$ cat config.mk
export PLATFORM = sky130hd
export DESIGN_NAME = burstSplitter
export DESIGN_NICKNAME = d
export VERILOG_FILES = /design/src/rtl/burstSplitPkg.sv /design/src/rtl/burstSplitData.sv /design/src/rtl/burstSplitCtrl.sv /design/src/rtl/burstSplitter.sv
export SDC_FILE = /design/constraint.sdc
export NUM_CORES = 1
export LEC_CHECK = 0
export BUFFER_PORTS_ARGS = -buffer_cell sky130_fd_sc_hd__buf_2
export CORE_ASPECT_RATIO = 0.6
export CORE_MARGIN = 2
export CORE_UTILIZATION = 51
export CTS_CLUSTER_DIAMETER = 50
export CTS_CLUSTER_SIZE = 24
export DETAILED_ROUTE_END_ITERATION = 7
export PLACE_DENSITY = 0.87
export SLEW_MARGIN = 20
export SYNTH_ARGS = -nofsm -noshare
export SYNTH_HDL_FRONTEND = slang
export SYNTH_HIERARCHICAL = 1
export SYNTH_SLANG_ARGS = --single-unit
$ cat constraint.sdc
create_clock -name clk -period 5.3 [get_ports clk]
set_input_delay 1.06 -clock clk [delete_from_list [all_inputs] [get_ports clk]]
set_output_delay 1.06 -clock clk [all_outputs]
set_load 0.01 [all_outputs]
$ cat src/rtl/burstSplitPkg.sv
package burstSplitPkg;

  typedef enum logic [2:0] {
    ST_IDLE,
    ST_ISSUE,
    ST_WAIT,
    ST_PARK,
    ST_FINISH
  } splitState_t;

  // strobes from control to datapath
  typedef struct packed {
    logic load;
    logic advance;
  } ctlStrobe_t;

  // status from datapath to control
  typedef struct packed {
    logic isLast;
    logic locked;
  } dpStatus_t;

endpackage

$ cat src/rtl/burstSplitData.sv
module burstSplitData
  import burstSplitPkg::*;
#(
  parameter int ADDR_W    = 24,
  parameter int CNT_W     = 16,
  parameter int NUM_BANKS = 4,
  parameter int NUM_REQ   = 4,
  parameter int DIV_W     = 2,
  localparam int BANK_W   = $clog2(NUM_BANKS),
  localparam int ID_W     = $clog2(NUM_REQ)
) (
  input  logic                          clk,
  input  logic                          rstN,
  input  logic [DIV_W-1:0]              clkDiv,
  input  logic [NUM_BANKS*CNT_W-1:0]    bankLimit,
  input  logic [NUM_BANKS*ADDR_W-1:0]   bankMask,
  input  logic [NUM_REQ*CNT_W-1:0]      reqLimit,
  input  logic [ADDR_W-1:0]             reqAddr,
  input  logic [CNT_W-1:0]              reqCount,
  input  logic [BANK_W-1:0]             reqBank,
  input  logic [ID_W-1:0]               reqId,
  input  logic                          reqLocked,
  input  ctlStrobe_t                    strobe,
  output dpStatus_t                     status,
  output logic [ADDR_W-1:0]             curAddr,
  output logic [CNT_W-1:0]              curLen
);

  logic [CNT_W-1:0]  bankLimArr  [NUM_BANKS];
  logic [ADDR_W-1:0] bankMaskArr [NUM_BANKS];
  logic [CNT_W-1:0]  reqLimArr   [NUM_REQ];

  genvar gb;
  generate
    for (gb = 0; gb < NUM_BANKS; gb++) begin : g_bank
      assign bankLimArr[gb]  = bankLimit[gb*CNT_W +: CNT_W];
      assign bankMaskArr[gb] = bankMask[gb*ADDR_W +: ADDR_W];
    end
  endgenerate

  genvar gr;
  generate
    for (gr = 0; gr < NUM_REQ; gr++) begin : g_req
      assign reqLimArr[gr] = reqLimit[gr*CNT_W +: CNT_W];
    end
  endgenerate

  logic [CNT_W-1:0]  scaledLim;
  logic [CNT_W-1:0]  minLim;
  logic [CNT_W-1:0]  effNext;
  logic [CNT_W-1:0]  remain;
  logic [CNT_W-1:0]  effLimit;
  logic [ADDR_W-1:0] maskReg;
  logic              lockedReg;

  always_comb begin
    scaledLim = bankLimArr[reqBank] >> clkDiv;
    minLim    = (scaledLim < reqLimArr[reqId]) ? scaledLim : reqLimArr[reqId];
    effNext   = (minLim == '0) ? CNT_W'(1) : minLim;
  end

  assign curLen        = (remain < effLimit) ? remain : effLimit;
  assign status.isLast = (remain <= effLimit);
  assign status.locked = lockedReg;

  always_ff @(posedge clk) begin
    if (!rstN) begin
      curAddr   <= '0;
      remain    <= '0;
      effLimit  <= CNT_W'(1);
      maskReg   <= '0;
      lockedReg <= 1'b0;
    end else if (strobe.load) begin
      curAddr   <= reqAddr;
      remain    <= reqCount;
      effLimit  <= effNext;
      maskReg   <= bankMaskArr[reqBank];
      lockedReg <= reqLocked;
    end else if (strobe.advance) begin
      remain  <= remain - curLen;
      curAddr <= (curAddr + ADDR_W'(curLen)) & maskReg;
    end
  end

  AST_LAST_EMPTIES: assert property (@(posedge clk) disable iff (!rstN)
    (strobe.advance && status.isLast) |=> (remain == '0));

  AST_MORE_LEFT: assert property (@(posedge clk) disable iff (!rstN)
    (strobe.advance && !status.isLast) |=> (remain != '0));

  AST_ADDR_IN_BANK: assert property (@(posedge clk) disable iff (!rstN)
    strobe.advance |=> ((curAddr & ~maskReg) == '0));

  AST_LIMIT_NONZERO: assert property (@(posedge clk) disable iff (!rstN)
    strobe.load |=> (effLimit != '0));

endmodule

$ cat src/rtl/burstSplitCtrl.sv
module burstSplitCtrl
  import burstSplitPkg::*;
(
  input  logic       clk,
  input  logic       rstN,
  input  logic       reqValid,
  input  logic       reqCountZero,
  input  logic       cmdReady,
  input  logic       engDone,
  input  logic       arbGrant,
  input  dpStatus_t  status,
  output logic       reqReady,
  output logic       cmdValid,
  output logic       suspended,
  output logic       reqDone,
  output ctlStrobe_t strobe
);

  splitState_t state, stateNext;

  always_comb begin
    stateNext      = state;
    strobe.load    = 1'b0;
    strobe.advance = 1'b0;
    unique case (state)
      ST_IDLE: begin
        if (reqValid) begin
          strobe.load = 1'b1;
          stateNext   = reqCountZero ? ST_FINISH : ST_ISSUE;
        end
      end
      ST_ISSUE: begin
        if (cmdReady) stateNext = ST_WAIT;
      end
      ST_WAIT: begin
        if (engDone) begin
          strobe.advance = 1'b1;
          if (status.isLast)      stateNext = ST_FINISH;
          else if (status.locked) stateNext = ST_ISSUE;
          else                    stateNext = ST_PARK;
        end
      end
      ST_PARK: begin
        if (arbGrant) stateNext = ST_ISSUE;
      end
      ST_FINISH: stateNext = ST_IDLE;
      default:   stateNext = ST_IDLE;
    endcase
  end

  always_ff @(posedge clk) begin
    if (!rstN) state <= ST_IDLE;
    else       state <= stateNext;
  end

  assign reqReady  = (state == ST_IDLE);
  assign cmdValid  = (state == ST_ISSUE);
  assign suspended = (state == ST_PARK);
  assign reqDone   = (state == ST_FINISH);

  AST_LOCKED_NEVER_PARKS: assert property (@(posedge clk) disable iff (!rstN)
    suspended |-> !status.locked);

  AST_PARK_HOLDS: assert property (@(posedge clk) disable iff (!rstN)
    (suspended && !arbGrant) |=> (suspended && !cmdValid));

  AST_ZERO_NO_CMD: assert property (@(posedge clk) disable iff (!rstN)
    (reqValid && reqReady && reqCountZero) |=> (reqDone && !cmdValid));

  AST_DONE_PULSE: assert property (@(posedge clk) disable iff (!rstN)
    reqDone |=> (!reqDone && reqReady));

endmodule

$ cat src/rtl/burstSplitter.sv
module burstSplitter
  import burstSplitPkg::*;
#(
  parameter int ADDR_W    = 24,
  parameter int CNT_W     = 16,
  parameter int NUM_BANKS = 4,
  parameter int NUM_REQ   = 4,
  parameter int DIV_W     = 2,
  localparam int BANK_W   = $clog2(NUM_BANKS),
  localparam int ID_W     = $clog2(NUM_REQ)
) (
  input  logic                          clk,
  input  logic                          rstN,
  input  logic [DIV_W-1:0]              clkDiv,
  input  logic [NUM_BANKS*CNT_W-1:0]    bankLimit,
  input  logic [NUM_BANKS*ADDR_W-1:0]   bankMask,
  input  logic [NUM_REQ*CNT_W-1:0]      reqLimit,
  input  logic                          reqValid,
  output logic                          reqReady,
  input  logic [ADDR_W-1:0]             reqAddr,
  input  logic [CNT_W-1:0]              reqCount,
  input  logic [BANK_W-1:0]             reqBank,
  input  logic [ID_W-1:0]               reqId,
  input  logic                          reqLocked,
  output logic                          cmdValid,
  input  logic                          cmdReady,
  output logic [ADDR_W-1:0]             cmdAddr,
  output logic [CNT_W-1:0]              cmdLen,
  output logic                          cmdLast,
  input  logic                          engDone,
  output logic                          suspended,
  input  logic                          arbGrant,
  output logic                          reqDone
);

  ctlStrobe_t strobe;
  dpStatus_t  status;

  burstSplitCtrl uCtrl (
    .clk          (clk),
    .rstN         (rstN),
    .reqValid     (reqValid),
    .reqCountZero (reqCount == '0),
    .cmdReady     (cmdReady),
    .engDone      (engDone),
    .arbGrant     (arbGrant),
    .status       (status),
    .reqReady     (reqReady),
    .cmdValid     (cmdValid),
    .suspended    (suspended),
    .reqDone      (reqDone),
    .strobe       (strobe)
  );

  burstSplitData #(
    .ADDR_W    (ADDR_W),
    .CNT_W     (CNT_W),
    .NUM_BANKS (NUM_BANKS),
    .NUM_REQ   (NUM_REQ),
    .DIV_W     (DIV_W)
  ) uData (
    .clk       (clk),
    .rstN      (rstN),
    .clkDiv    (clkDiv),
    .bankLimit (bankLimit),
    .bankMask  (bankMask),
    .reqLimit  (reqLimit),
    .reqAddr   (reqAddr),
    .reqCount  (reqCount),
    .reqBank   (reqBank),
    .reqId     (reqId),
    .reqLocked (reqLocked),
    .strobe    (strobe),
    .status    (status),
    .curAddr   (cmdAddr),
    .curLen    (cmdLen)
  );

  assign cmdLast = status.isLast;

  AST_CMD_HOLD: assert property (@(posedge clk) disable iff (!rstN)
    (cmdValid && !cmdReady) |=> (cmdValid && $stable(cmdAddr) && $stable(cmdLen)
                                 && $stable(cmdLast)));

endmodule

==> metrics.cfg <==
[critical_path]
cp_max_fo=7
cp_top_family=compound AO/OA/AOI/OAI gates
cp.required_ps=5520
start_kind=flop
worst-path-buf-inv=2
arrival_ps=4990
cp_cell_sequence=inv_1, ha_1, nand4_1, nor3_1, o21ai_0, a21oi_1, nor2_1, mux2i_1, inv_1, ha_1, a211oi_1, o21bai_1, o211a_1, o41ai_2, o21ai_1, nor3b_1, or3_1
path_class=reg -> reg
worst_path_max_delay_cell=o41ai_2
critPathMaxStageDelay_ps=450
end_kind=flop

[synthesis]
synth_ff_type=dfxtp_1
synth.distinct_cells=74
ys_ff_latch=84
synth_area_leaders=dfxtp_1 20%, mux4_2 13%, mux2i_1 10%, ha_1 9.6%, mux4_1 5.3%
synth_area_leader_cell=dfxtp_1
syn-cell-area_um2=8480
syn_area_per_cell_um2=9.30
synth_cells=911
yosysMostFrequentCell=mux2i_1
syn-num-nets=1255
async_flop_share=0
yosysSeqAreaShare=0.198
synth_commonest_cells=87 x mux2i_1, 84 x dfxtp_1, 70 x nor2_1, 69 x a21oi_1, 65 x ha_1
yosys_warnings=6
synth-edff-count=0
synth_top_area_frac=0.198

[sta]
max_slew_margin=0.383
rsz0062_at_grt=false
finalCriticalPeriod_ps=4770
max_freq_ghz=0.210
whs_ps=471
hold_viol=0
finClkSkew_ps=7.79
worst_pin_slew_ps=924
finalMaxSlewViolations=0
tns_ps=0
finalSetupViolCount=0
fin_crit_sh=0.900

[clock_network]
postCtsResizedCells=0
cts-hold-fix-buffers=0
clockBufferDepth=2
cts.htree.levels=3
clk_latency_ps=340
cts_setup_buffers=0
cts_root_buf=clkbuf_16
cts_tree=built
clock-sinks=84
cts-buffers-inserted=9
clk_pin_slew_ps=60

[floorplanning]
row_count=36
initial_core_util=0.521
core_um2=16300
fp.dieW_um=170
die_y_um=104
ios=322
die_area_um2=17700

[grt]
grt_pass1_vias=8396
grtUsageTotal=0.288
antenna_found_initial=0
grt_pass1_wl_mm=41.5
gr-total-overflow=0
grt_max_degree=75

[status]
status=complete, no violations

[layout]
multi_input_area_um2=6280
diodes=0
num-fill-cells=1386
fin_util=0.641
syn2layout_area_growth_pct=22.9
regArea_um2=1680
design_area_um2=10400
finalNetCount=1544
drive_above_1_share=0.357

[drt]
dr.first_iter.drc_count=904
drc_errors=0
dr.pass1.iters=5
vias_per_cell=6.06
drt_wl_total_mm=25.8
antenna_left=0
routedWlPerCell_um=18.0
via_count=8678

[place]
dpl.hpwl_mm=20.4
numPortBuffers=321
dpl_cell_area_um2=10100
routabilityCongestion=0.947

[flow_run]
maxCapViolCount=0

[power]
p_per_area_nw_per_um2=412
ir_worst_vdd_uv=265
leakage_uw=0.00509

[min_path]
hp-class=reg -> reg

-- tightest hold or removal path: cells and delay by family, from the launching register on --
family / cells / cell delay, ps
DFF: 1 / 310
and+or+nand+nor: 1 / 60
AOI/OAI and AO/OA: 1 / 50
-- cells in the final DEF, fill, tap and decap left out, drive strengths merged, types with 3 or more instances in the layout --
cell type  synthesis  routed
a21oi             69      69
o211ai             4       4
and4               4       4
mux2i             87      87
clkinv             1       3
a211oi            20      20
clkinvlp           0       4
or3                6       6
xor2               5       5
nand3b             3       3
o21a              11      11
nand4             12      12
nand2b             9       9
inv               49      50
o31a               3       3
nand3             14      14
xnor2             10      10
o31ai              3       3
or2                5       5
nor2              70      70
nor3              28      28
dfxtp             84      84
a211o              4       4
buf               29     334
clkbuf            27       9
nand4b             3       3
a21o              20      20
mux4              66      66
and2               7       7
o21ai             57      57
and3              18      18
nand2             41      41
a31oi             10      10
ha                65      65
nor2b              9       9
o211a              4       4
nor4               8       8
o21bai             3       3
mux2              14      14
-- layer usage --
metal | vias up | track usage | wire length, µm
li1 | 4080 | - | -
met1 | 4087 | 0.410 | 11400
met2 | 473 | 0.462 | 11600
met3 | 38 | 0.0540 | 2530
met4 | 0 | 0.0458 | 295
met5 | - | 0 | 0
-- sequential cells by signal (all words and copies together), names as in the netlist --
| name | flops |
|---|---|
| uCtrl/state | 3 |
| uData/curAddr | 24 |
| uData/effLimit | 16 |
| uData/lockedReg | 1 |
| uData/maskReg | 24 |
| uData/remain | 16 |
-- per-stage QoR --
stage          power, µW  setup slack, ps  std cells
2_1_floorplan       2910              930        911
3_3_place_gp        3540              690       1417
3_5_place_dp        3620              592       1417
4_1_cts             4250              633       1433
5_1_grt             4630              149       1433
6_report            4290              529       1433
-- area by class of cell --
type | count | area share
Tap cell | 228 | 0.0274
Clock buffer | 9 | 0.0216
Timing Repair Buffer | 334 | 0.164
Multi-Input combinational cell | 721 | 0.603
Sequential cell | 84 | 0.161
Inverter | 50 | 0.0180
Clock inverter | 7 | 0.00504
-- final timing paths --
check / start / end / slack (ps) / cells past startpoint
max reg2reg: uData/effLimit[15]$_SDFFE_PN0P_ / uData/curAddr[23]$_SDFFE_PN0P_ / 530 / 17
min: uData/maskReg[9]$_SDFFE_PN0P_ / uData/curAddr[9]$_SDFFE_PN0P_ / 470 / 2
min reg2reg: uData/maskReg[9]$_SDFFE_PN0P_ / uData/curAddr[9]$_SDFFE_PN0P_ / 470 / 2
max: uData/effLimit[15]$_SDFFE_PN0P_ / uData/curAddr[23]$_SDFFE_PN0P_ / 530 / 17
-- power breakdown --
group	switching, µW	internal [µW]	total, µW
logic	1540	1220	2760
registers	154	783	936
clock network	274	319	593
total	1970	2330	4290
-- cells by family after synthesis --
logic type	share of synthesized area
DFF	0.198
xor gates and xnor gates	0.0155
AOI/OAI and AO/OA	0.172
muxes	0.304
and+or+nand+nor	0.148
adders and majority gates	0.101
buffers and inverters	0.0610
No activity file was read; power rests on OpenSTA's default activity.
